===== config.mk =====
export PLATFORM = sky130hd
export DESIGN_NAME = disc_tod_counter
export DESIGN_NICKNAME = d
export VERILOG_FILES = /design/src/rtl/dtod_pkg.sv /design/src/rtl/dtod_tick_gen.sv /design/src/rtl/dtod_slew_unit.sv /design/src/rtl/dtod_tod_accum.sv /design/src/rtl/dtod_read_port.sv /design/src/rtl/disc_tod_counter.sv
export SDC_FILE = /design/constraint.sdc
export NUM_CORES = 2
export LEC_CHECK = 0
export ABC_CLOCK_PERIOD_IN_PS = 14000
export BUFFER_PORTS_ARGS = -buffer_cell sky130_fd_sc_hd__buf_2
export CAP_MARGIN = 10
export CELL_PAD_IN_SITES_DETAIL_PLACEMENT = 1
export CELL_PAD_IN_SITES_GLOBAL_PLACEMENT = 2
export CORE_AREA = 2 2 338 340
export CTS_CLUSTER_SIZE = 20
export DETAILED_ROUTE_END_ITERATION = 12
export DIE_AREA = 0 0 340 342
export HOLD_SLACK_MARGIN = 0.06
export PLACE_DENSITY_LB_ADDON = 0.1
export SETUP_SLACK_MARGIN = 0.2
export SKIP_LAST_GASP = 1
export SYNTH_ARGS = -nofsm -noshare
export SYNTH_HDL_FRONTEND = slang
export SYNTH_HIERARCHICAL = 1
export SYNTH_SLANG_ARGS = --single-unit

===== constraint.sdc =====
create_clock -name clk -period 14 [get_ports clk]
set_input_delay 2.8 -clock clk [delete_from_list [all_inputs] [get_ports clk]]
set_output_delay 2.8 -clock clk [all_outputs]
set_load 0.005 [all_outputs]

===== src/rtl/dtod_pkg.sv =====
package dtod_pkg;
    typedef logic [63:0]        fx_t;
    typedef logic signed [63:0] sfx_t;

    typedef struct packed {
        logic [31:0] sec;
        fx_t         nsf;
    } stamp_t;

    localparam fx_t NS_PER_SEC = 64'd1000000000;

    function automatic fx_t nominal_inc(input int frac_w, input int tps);
        return (NS_PER_SEC << frac_w) / fx_t'(tps);
    endfunction

    function automatic stamp_t carry_sec(input stamp_t s, input fx_t wrap);
        stamp_t r;
        r = s;
        if (r.nsf >= wrap) begin
            r.nsf = r.nsf - wrap;
            r.sec = r.sec + 32'd1;
        end
        return r;
    endfunction
endpackage


===== src/rtl/dtod_tick_gen.sv =====
module dtod_tick_gen #(
    parameter int TICK_CYCLES = 8,
    localparam int CNT_W = (TICK_CYCLES > 2) ? $clog2(TICK_CYCLES) : 1
) (
    input  logic             clk,
    input  logic             rst,
    output logic             tick,
    output logic [CNT_W-1:0] cnt
);
    localparam logic [CNT_W-1:0] LAST = CNT_W'(TICK_CYCLES - 1);

    assign tick = (cnt == LAST);

    always_ff @(posedge clk) begin
        if (rst)       cnt <= '0;
        else if (tick) cnt <= '0;
        else           cnt <= cnt + 1'b1;
    end

    p_tick_gap_r2: assert property (@(posedge clk) disable iff (rst)
        tick |=> !tick);
    p_cnt_range_r2: assert property (@(posedge clk) disable iff (rst)
        cnt <= LAST);
endmodule


===== src/rtl/dtod_slew_unit.sv =====
module dtod_slew_unit
    import dtod_pkg::*;
#(
    parameter int FRAC_W  = 16,
    parameter int PHASE_W = 29,
    parameter int SHIFT_W = 5,
    parameter int FREQ_W  = 32
) (
    input  logic                      clk,
    input  logic                      rst,
    input  logic                      tick,
    input  logic                      wr_phase_en,
    input  logic signed [PHASE_W-1:0] wr_phase,
    input  logic [SHIFT_W-1:0]        wr_shift,
    input  logic                      wr_freq_en,
    input  logic signed [FREQ_W-1:0]  wr_freq,
    output sfx_t                      step,
    output sfx_t                      freq_eff
);
    logic               ph_pend, fr_pend;
    sfx_t               ph_new, fr_new, q, fr;
    logic [SHIFT_W-1:0] sh_new, sh;
    sfx_t               q_eff;
    logic [SHIFT_W-1:0] sh_eff;

    always_comb begin
        q_eff    = ph_pend ? ph_new : q;
        sh_eff   = ph_pend ? sh_new : sh;
        step     = q_eff >>> sh_eff;
        freq_eff = fr_pend ? fr_new : fr;
    end

    always_ff @(posedge clk) begin
        if (rst) begin
            ph_pend <= 1'b0;
            fr_pend <= 1'b0;
            ph_new  <= '0;
            fr_new  <= '0;
            sh_new  <= '0;
            sh      <= '0;
            q       <= '0;
            fr      <= '0;
        end else begin
            if (tick) begin
                q       <= q_eff - step;
                sh      <= sh_eff;
                fr      <= freq_eff;
                ph_pend <= 1'b0;
                fr_pend <= 1'b0;
            end
            if (wr_phase_en) begin
                ph_pend <= 1'b1;
                ph_new  <= sfx_t'(wr_phase) <<< FRAC_W;
                sh_new  <= wr_shift;
            end
            if (wr_freq_en) begin
                fr_pend <= 1'b1;
                fr_new  <= sfx_t'(wr_freq);
            end
        end
    end

    p_q_decay_r5: assert property (@(posedge clk) disable iff (rst)
        (tick && !ph_pend && !q[63]) |=> (!q[63] && q <= $past(q)));
    p_q_hold_r6: assert property (@(posedge clk) disable iff (rst)
        (!tick) |=> $stable(q));
endmodule


===== src/rtl/dtod_tod_accum.sv =====
module dtod_tod_accum
    import dtod_pkg::*;
#(
    parameter int FRAC_W        = 16,
    parameter int TICKS_PER_SEC = 1024
) (
    input  logic        clk,
    input  logic        rst,
    input  logic        tick,
    input  sfx_t        step,
    input  sfx_t        freq_eff,
    output logic [31:0] sec,
    output fx_t         nsf
);
    localparam int  TPS_LOG2 = $clog2(TICKS_PER_SEC);
    localparam fx_t NOM      = nominal_inc(FRAC_W, TICKS_PER_SEC);
    localparam fx_t WRAP     = NS_PER_SEC << FRAC_W;

    sfx_t   inc, adv;
    stamp_t nxt;
    logic   roll;

    always_comb begin
        adv  = inc + step;
        if (adv[63]) adv = '0;
        nxt  = carry_sec('{sec: sec, nsf: nsf + fx_t'(adv)}, WRAP);
        roll = (nxt.sec != sec);
    end

    always_ff @(posedge clk) begin
        if (rst) begin
            sec <= '0;
            nsf <= '0;
            inc <= sfx_t'(NOM);
        end else if (tick) begin
            sec <= nxt.sec;
            nsf <= nxt.nsf;
            if (roll) inc <= sfx_t'(NOM) + (freq_eff >>> TPS_LOG2);
        end
    end

    p_ns_range_r3: assert property (@(posedge clk) disable iff (rst)
        nsf < WRAP);
    p_sec_step_r3: assert property (@(posedge clk) disable iff (rst)
        1'b1 |=> (sec == $past(sec) || sec == $past(sec) + 32'd1));
    p_inc_hold_r4: assert property (@(posedge clk) disable iff (rst)
        !(tick && roll) |=> $stable(inc));
    p_no_backstep_r9: assert property (@(posedge clk) disable iff (rst)
        1'b1 |=> (sec != $past(sec) || nsf >= $past(nsf)));
endmodule


===== src/rtl/dtod_read_port.sv =====
module dtod_read_port
    import dtod_pkg::*;
#(
    parameter int FRAC_W        = 16,
    parameter int TICKS_PER_SEC = 1024,
    parameter int TICK_CYCLES   = 8,
    parameter int CNT_W         = 3
) (
    input  logic             clk,
    input  logic             rst,
    input  logic             rd_req,
    input  logic [31:0]      sec,
    input  fx_t              nsf,
    input  logic [CNT_W-1:0] cnt,
    output logic             rd_valid,
    output stamp_t           rd
);
    localparam fx_t WRAP    = NS_PER_SEC << FRAC_W;
    localparam fx_t CYC_INC = nominal_inc(FRAC_W, TICKS_PER_SEC) / fx_t'(TICK_CYCLES);

    stamp_t cand, pick;

    always_comb begin
        cand = carry_sec('{sec: sec, nsf: nsf + fx_t'(cnt) * CYC_INC}, WRAP);
        pick = (cand < rd) ? rd : cand;
    end

    always_ff @(posedge clk) begin
        if (rst) begin
            rd_valid <= 1'b0;
            rd       <= '0;
        end else begin
            rd_valid <= rd_req;
            if (rd_req) rd <= pick;
        end
    end

    p_rd_lat_r7: assert property (@(posedge clk) disable iff (rst)
        rd_req |=> rd_valid);
    p_rd_mono_r8: assert property (@(posedge clk) disable iff (rst)
        1'b1 |=> (rd >= $past(rd)));
endmodule


===== src/rtl/disc_tod_counter.sv =====
module disc_tod_counter
    import dtod_pkg::*;
#(
    parameter int FRAC_W        = 16,
    parameter int TICKS_PER_SEC = 1024,
    parameter int TICK_CYCLES   = 8,
    parameter int PHASE_W       = 29,
    parameter int SHIFT_W       = 5,
    parameter int FREQ_W        = 32
) (
    input  logic                      clk,
    input  logic                      rst,
    input  logic                      wr_phase_en,
    input  logic signed [PHASE_W-1:0] wr_phase,
    input  logic [SHIFT_W-1:0]        wr_shift,
    input  logic                      wr_freq_en,
    input  logic signed [FREQ_W-1:0]  wr_freq,
    input  logic                      rd_req,
    output logic                      rd_valid,
    output logic [31:0]               rd_sec,
    output logic [29:0]               rd_ns,
    output logic [FRAC_W-1:0]         rd_frac
);
    localparam int CNT_W = (TICK_CYCLES > 2) ? $clog2(TICK_CYCLES) : 1;

    logic             tick;
    logic [CNT_W-1:0] cnt;
    sfx_t             step, freq_eff;
    logic [31:0]      sec;
    fx_t              nsf;
    stamp_t           rd;

    dtod_tick_gen #(.TICK_CYCLES(TICK_CYCLES)) u_tick (
        .clk(clk), .rst(rst), .tick(tick), .cnt(cnt)
    );

    dtod_slew_unit #(
        .FRAC_W(FRAC_W), .PHASE_W(PHASE_W), .SHIFT_W(SHIFT_W), .FREQ_W(FREQ_W)
    ) u_slew (
        .clk(clk), .rst(rst), .tick(tick),
        .wr_phase_en(wr_phase_en), .wr_phase(wr_phase), .wr_shift(wr_shift),
        .wr_freq_en(wr_freq_en), .wr_freq(wr_freq),
        .step(step), .freq_eff(freq_eff)
    );

    dtod_tod_accum #(.FRAC_W(FRAC_W), .TICKS_PER_SEC(TICKS_PER_SEC)) u_accum (
        .clk(clk), .rst(rst), .tick(tick), .step(step), .freq_eff(freq_eff),
        .sec(sec), .nsf(nsf)
    );

    dtod_read_port #(
        .FRAC_W(FRAC_W), .TICKS_PER_SEC(TICKS_PER_SEC),
        .TICK_CYCLES(TICK_CYCLES), .CNT_W(CNT_W)
    ) u_read (
        .clk(clk), .rst(rst), .rd_req(rd_req), .sec(sec), .nsf(nsf), .cnt(cnt),
        .rd_valid(rd_valid), .rd(rd)
    );

    assign rd_sec  = rd.sec;
    assign rd_ns   = rd.nsf[FRAC_W +: 30];
    assign rd_frac = rd.nsf[FRAC_W-1:0];
endmodule


Word-level counts from Yosys, hierarchy flattened
Cells that the tools add are included.
{ "totals": {"reg_bits": 461, "inputBits": 71, "out_inout_bits": 79} }
{ "op_classes": {"addsub": 9, "n_mul": 1, "n_lt_le_gt_ge": 3, "eq_ne": 2, "shift": 1, "muxes": 9, "bitwise": 1, "reduce_logical": 6} }
{ "ops": {"columns": ["operator", "count"], "rows": [
  ["2-to-1 mux 96 bit", 2],
  [">= comparator 64 x 46 -> 1 bit, second input constant", 2],
  ["2-to-1 mux 64 bit", 2],
  ["subtractor 64 x 46 -> 64 bit, second input constant", 2],
  ["less-than comparator 96 bit", 1],
  ["adder 64 x 36 -> 64 bit", 1],
  ["adder 64 x 63 -> 64 bit", 1],
  ["adder 64 bit", 1],
  [">>> shifter 64 x 5 -> 64 bit", 1],
  ["subtractor 64 bit", 1],
  ["2-to-1 mux 63 bit", 1],
  ["adder 37 x 54 -> 55 bit, first input constant", 1],
  ["adder 32 x 1 -> 32 bit, second input constant", 1],
  ["inequality test 32 bit", 1],
  ["multiplier 3 x 21 -> 24 bit, second input constant", 1],
  ["AND reduction 2 bit", 3],
  ["2-to-1 mux 5 bit", 1],
  ["nonzero test 2 bit", 2],
  ["adder 3 x 1 -> 3 bit, second input constant", 1],
  ["equality test 3 bit, second input constant", 1],
  ["2-to-1 mux 1 bit", 3],
  ["OR reduction 2 bit", 1],
  ["NOT 1 bit", 1]
]} }

Longest topological paths before layout
{ "logic_depth": {"ltp_word": 9, "ltp_mapped": 50, "ltp_nobuf": 44} }

Hierarchy
The synthesis kept the hierarchy.
{ "modules_own_cells": {"columns": ["mod", "n_inst", "cells_per_inst", "area_each_um2", "seq_area_each_um2"], "rows": [
  ["dtod_tod_accum", 1, 2095, 15877.7, 3022.9],
  ["dtod_slew_unit", 1, 2137, 15606.2, 4023.9],
  ["dtod_read_port", 1, 1453, 10946.7, 1941.9],
  ["dtod_tick_gen", 1, 8, 105.1, 60.1]
]} }

Least setup slack after synthesis
No wires, ideal clock.
{ "synth_path": {"path_kind": "flip-flop to flip-flop", "start": "register u_slew.ph_pend", "end": "register u_accum.nsf[30]", "setup_ns": 0.086, "t_arrival_ns": 9.740, "path_slack_ns": 4.175, "stages_incl_launch_ff": 41, "path_buffers": 8, "period_less_slack_ns": 9.825, "cell_sequence": "dfxtp_1 buf_2 buf_1 buf_2 mux2i_1 clkbuf_1 buf_1 o21ai_0 nand2_1 o21a_1 ha_1 a211o_1 a211oi_1 o21ai_1 a211o_1 a221oi_1 o21ai_1 a21oi_1 [... 5 more ...] clkbuf_1 nor2_1 fa_1 a211oi_2 o21ai_1 a21oi_1 a2111oi_4 a211oi_2 xnor2_2 nor4_2 a2111oi_4 nor3_4 o21ba_4 buf_6 buf_2 a21oi_1 xnor2_1 a211oi_1"} }
{ "synth_between": {"elab_chain_cells": 7, "elab_cells_between_ends": 9, "cone_classes": "add/sub (3); order compare (1); shift (1); mux (4)"} }
{ "synth_lines": {"columns": ["element", "line", "text"], "rows": [
  ["start: declaration", "dtod_slew_unit.sv:20", "logic ph_pend, fr_pend;"],
  ["start signal: assignment", "dtod_slew_unit.sv:35", "ph_pend <= 1'b0;"],
  ["start signal: assignment", "dtod_slew_unit.sv:48", "ph_pend <= 1'b0;"],
  ["start signal: assignment", "dtod_slew_unit.sv:52", "ph_pend <= 1'b1;"],
  ["2-to-1 mux 64 bit / 2-to-1 mux 5 bit (equally long branches)", "dtod_slew_unit.sv:27, dtod_slew_unit.sv:28", null],
  [">>> shifter 64 x 5 -> 64 bit *", "dtod_slew_unit.sv:29", "step = q_eff >>> sh_eff;"],
  ["via step[1]", "disc_tod_counter.sv:28", "sfx_t step, freq_eff;"],
  ["adder 64 bit *", "dtod_tod_accum.sv:24", "adv = inc + step;"],
  ["2-to-1 mux 63 bit *", "dtod_tod_accum.sv:25", "if (adv[63]) adv = '0;"],
  ["adder 64 x 63 -> 64 bit *", "dtod_tod_accum.sv:26", "nxt = carry_sec('{sec: sec, nsf: nsf + fx_t'(adv)}, WRAP);"],
  ["subtractor 64 x 46 -> 64 bit / >= comparator 64 x 46 -> 1 bit (equally long branches)", "dtod_pkg.sv:20, dtod_pkg.sv:19", null],
  ["2-to-1 mux 96 bit *", "dtod_pkg.sv:19", "if (r.nsf >= wrap) begin"],
  ["end signal: assignment", "dtod_tod_accum.sv:37", "nsf <= nxt.nsf;"],
  ["end: declaration", "dtod_tod_accum.sv:13", "output fx_t nsf"]
]} }
Mark *: on every way through the listed nets, which the timed path passes. The rest lies on a longest branch.
A chain may end at the register's enable or synchronous reset.

Final worst setup path
{ "layout_path": {"start": "register u_slew.ph_pend", "end": "register u_accum.inc[3]"} }
{ "layout_between": {"elab_chain_cells": 9, "elab_cells_between_ends": 10, "cone_classes": "add/sub (2); order compare (1); eq/ne (1); shift (1); mux (4); reduce/logical (1)"} }
{ "layout_lines": {"columns": ["element", "line", "text"], "rows": [
  ["2-to-1 mux 64 bit / 2-to-1 mux 5 bit (equally long branches)", "dtod_slew_unit.sv:27, dtod_slew_unit.sv:28", null],
  [">>> shifter 64 x 5 -> 64 bit *", "dtod_slew_unit.sv:29", null],
  ["via step[12]", "disc_tod_counter.sv:28", null],
  ["adder 64 bit *", "dtod_tod_accum.sv:24", null],
  ["2-to-1 mux 63 bit *", "dtod_tod_accum.sv:25", null],
  ["adder 64 x 63 -> 64 bit *", "dtod_tod_accum.sv:26", null],
  [">= comparator 64 x 46 -> 1 bit *", "dtod_pkg.sv:19", null],
  ["2-to-1 mux 96 bit *", "dtod_pkg.sv:19", null],
  ["inequality test 32 bit *", "dtod_tod_accum.sv:27", "roll = (nxt.sec != sec);"],
  ["AND reduction 2 bit (no source line) *", null, null],
  ["end signal: assignment", "dtod_tod_accum.sv:34", "inc <= sfx_t'(NOM);"],
  ["end signal: assignment", "dtod_tod_accum.sv:38", "if (roll) inc <= sfx_t'(NOM) + (freq_eff >>> TPS_LOG2);"],
  ["end: declaration", "dtod_tod_accum.sv:19", "sfx_t inc, adv;"]
]} }
Marked as above.

==> impl_metrics.yaml <==
status:
  status: "finished, final reports clean"
final_layout:
  multi_input_area_um2: 31020
  n_fill_cell: 13930
  n_antenna_cell: 0
  area_growth_syn_to_layout_pct: 9.247
  instances_no_fill: 7112
  nNetsFinal: 5958
  seqCellArea_um2: 8653
  drive_above_1_share_pct: 9.125
sta:
  slew_viol_final: 0
  relSlewSlack_pct: 26.28
  setup_ws_ns: 1.567
  setup-violations-final: 0
  period_needed_ns: 12.43
  hold_slack_ns: 0.4534
  tightestPinTransition_ns: 1.106
  fmax_ghz: 0.08043
  finalCritPeriodShare_pct: 88.81
  tns_ns: 0
  rsz0062_at_grt: "false"
  finalClockSkew_ns: 0.03056
  hold_violations: 0
min_path:
  hold_depth: 2
  hp-class: "reg -> reg"
yosys:
  postSynthAreaPerCell_um2: 7.441
  synthesis.area_um2: 41760
  syn_inst: 5612
  yosysWarnings: 6
  synth_fp_nets: 6016
placement:
  dpl.hpwl_um: 113800
  place_inst: 7006
  post-place-ws_ns: 1.697
  port_buffers: 139
  place.gp.congestion: 0.9003
global_route:
  grt_max_degree: 77
  antenna_found_initial: 0
  gr-total-overflow: 0
  grt_pass1_wl_um: 225500
  gr-usage-all-layers_pct: 23.78
  grt_pass1_vias: 40270
route:
  drc: 0
  viasPerCell: 5.638
  vias: 40100
  ant_nets: 0
  wl_per_cell_um: 20.06
  drtIter0Drc: 2057
  drt_wl_total_um: 142600
  dr.pass1.iters: 5
setup_path:
  cp.required_ns: 14.52
  cp_num_cells: 40
  path_delay_family: "compound AO/OA/AOI/OAI gates"
  critical_path.endpoint_type: "register"
  cp_max_fo: 65
  start_kind: "register"
  crit_path_top_delay_cell: "and3_2"
  critPathArrivalTime_ns: 12.95
  worst-path-buf-inv: 6
  ff2ff_path_depth: 40
  cp_slowest_stage_delay_ns: 0.66
  crit_type: "reg -> reg"
cts:
  cts_hold_buf: 0
  htree_levels: 2
  clk-insertion-delay-late_ns: 0.67
  ctsRootBufferMaster: "clkbuf_16"
  cts_resized: 0
  clock_sinks: 432
  tritoncts: "yes"
  cts_setup_buffers: 0
  cts-buffers-inserted: 58
  cts.clk_slew.worst_paths_ns: 0.06
  ctsLongestPathBuffers: 3
power_and_ir_drop:
  pwr_density_cell_nw_per_um2: 97.83
  leakage_nw: 19.59
  irDropWorstVdd_mv: 0.09451
  p_total_w: 0.004463
job:
  drv_cap: 0
die:
  die_w_um: 340
  die_y_um: 342
  num_io_pins: 150
  rows: 124
  core_um2: 113100
  die_area_um2: 116300
  initial_core_util_pct: 36.92
-- power breakdown --
group	switching, W	internal (W)	leakage (nW)
Combinational	0.00103	0.000605	15.1
Sequential	0.0000329	0.00127	3.50
Clock	0.000627	0.000896	0.945
Total	0.00169	0.00277	19.6
-- path summary, 6_finish.rpt --
check | from | endpoint | slack, ns
worst max-delay path | u_slew/ph_pend | u_accum/inc[3] | 1.57
worst max register to register | u_slew/ph_pend | u_accum/inc[3] | 1.57
worst min-delay path | u_slew/q[54] | u_slew/q[54] | 0.45
worst min register to register | u_slew/q[54] | u_slew/q[54] | 0.45
-- worst reg2reg max path, delay by kind of cell (launching register included) --
kind,cells,cell delay [ns]
simple gates,11,2.82
fa+ha+maj,2,0.89
flops,1,0.62
xor+xnor,2,0.47
mux,3,1.00
compound gates,16,4.67
buf+inv,6,1.81
-- cell usage in the layout (no fill, tap or decap), types with 97 or more instances in the layout --
cell	instances
a21o_1	183
xor2_1	133
o21ai_0	281
dfxtp_1	430
xnor2_1	205
nand2_1	585
nor2_1	700
inv_1	224
nand3_1	121
buf_2	138
a211oi_1	97
nor3_1	146
a21oi_1	411
mux2i_1	213
ha_1	326
-- routing by layer --
layer / GRT usage, % / share of wire, % / vias up
met5: 0 / 0 / -
met4: 6.739 / 2.7 / 0
met3: 1.798 / 2.3 / 169
met2: 40.01 / 46 / 462
met1: 32.53 / 49 / 19290
li1: - / - / 20180
-- state kept, by name, indices dropped and copies added (netlist names), 3 cells and up --
signal / cells
u_read/rd: 96
u_tick/cnt: 3
u_slew/fr_new: 22
u_slew/q: 64
u_accum/inc: 55
u_slew/fr: 54
u_slew/sh_new: 5
u_accum/sec: 32
u_slew/sh: 5
u_slew/ph_new: 29
u_accum/nsf: 64
-- layout make-up --
type                            count  share of cell area, %
Multi-Input combinational cell   4627                  68.01
Sequential cell                   432                  18.97
Inverter                          226                  1.860
Clock buffer                       77                  3.582
Timing Repair Buffer              209                  2.754
Clock inverter                     29                 0.6830
Tap cell                         1512                  4.147
-- stage by stage --
step / cell area (um2) / util (%)
5_1_grt: 45620 / 40.33
3_5_place_dp: 43670 / 38.61
3_3_place_gp: 43670 / 38.61
4_1_cts: 45620 / 40.33
2_1_floorplan: 41760 / -
6_report: 45620 / 40.33
Power figures use the tool's default switching activity.
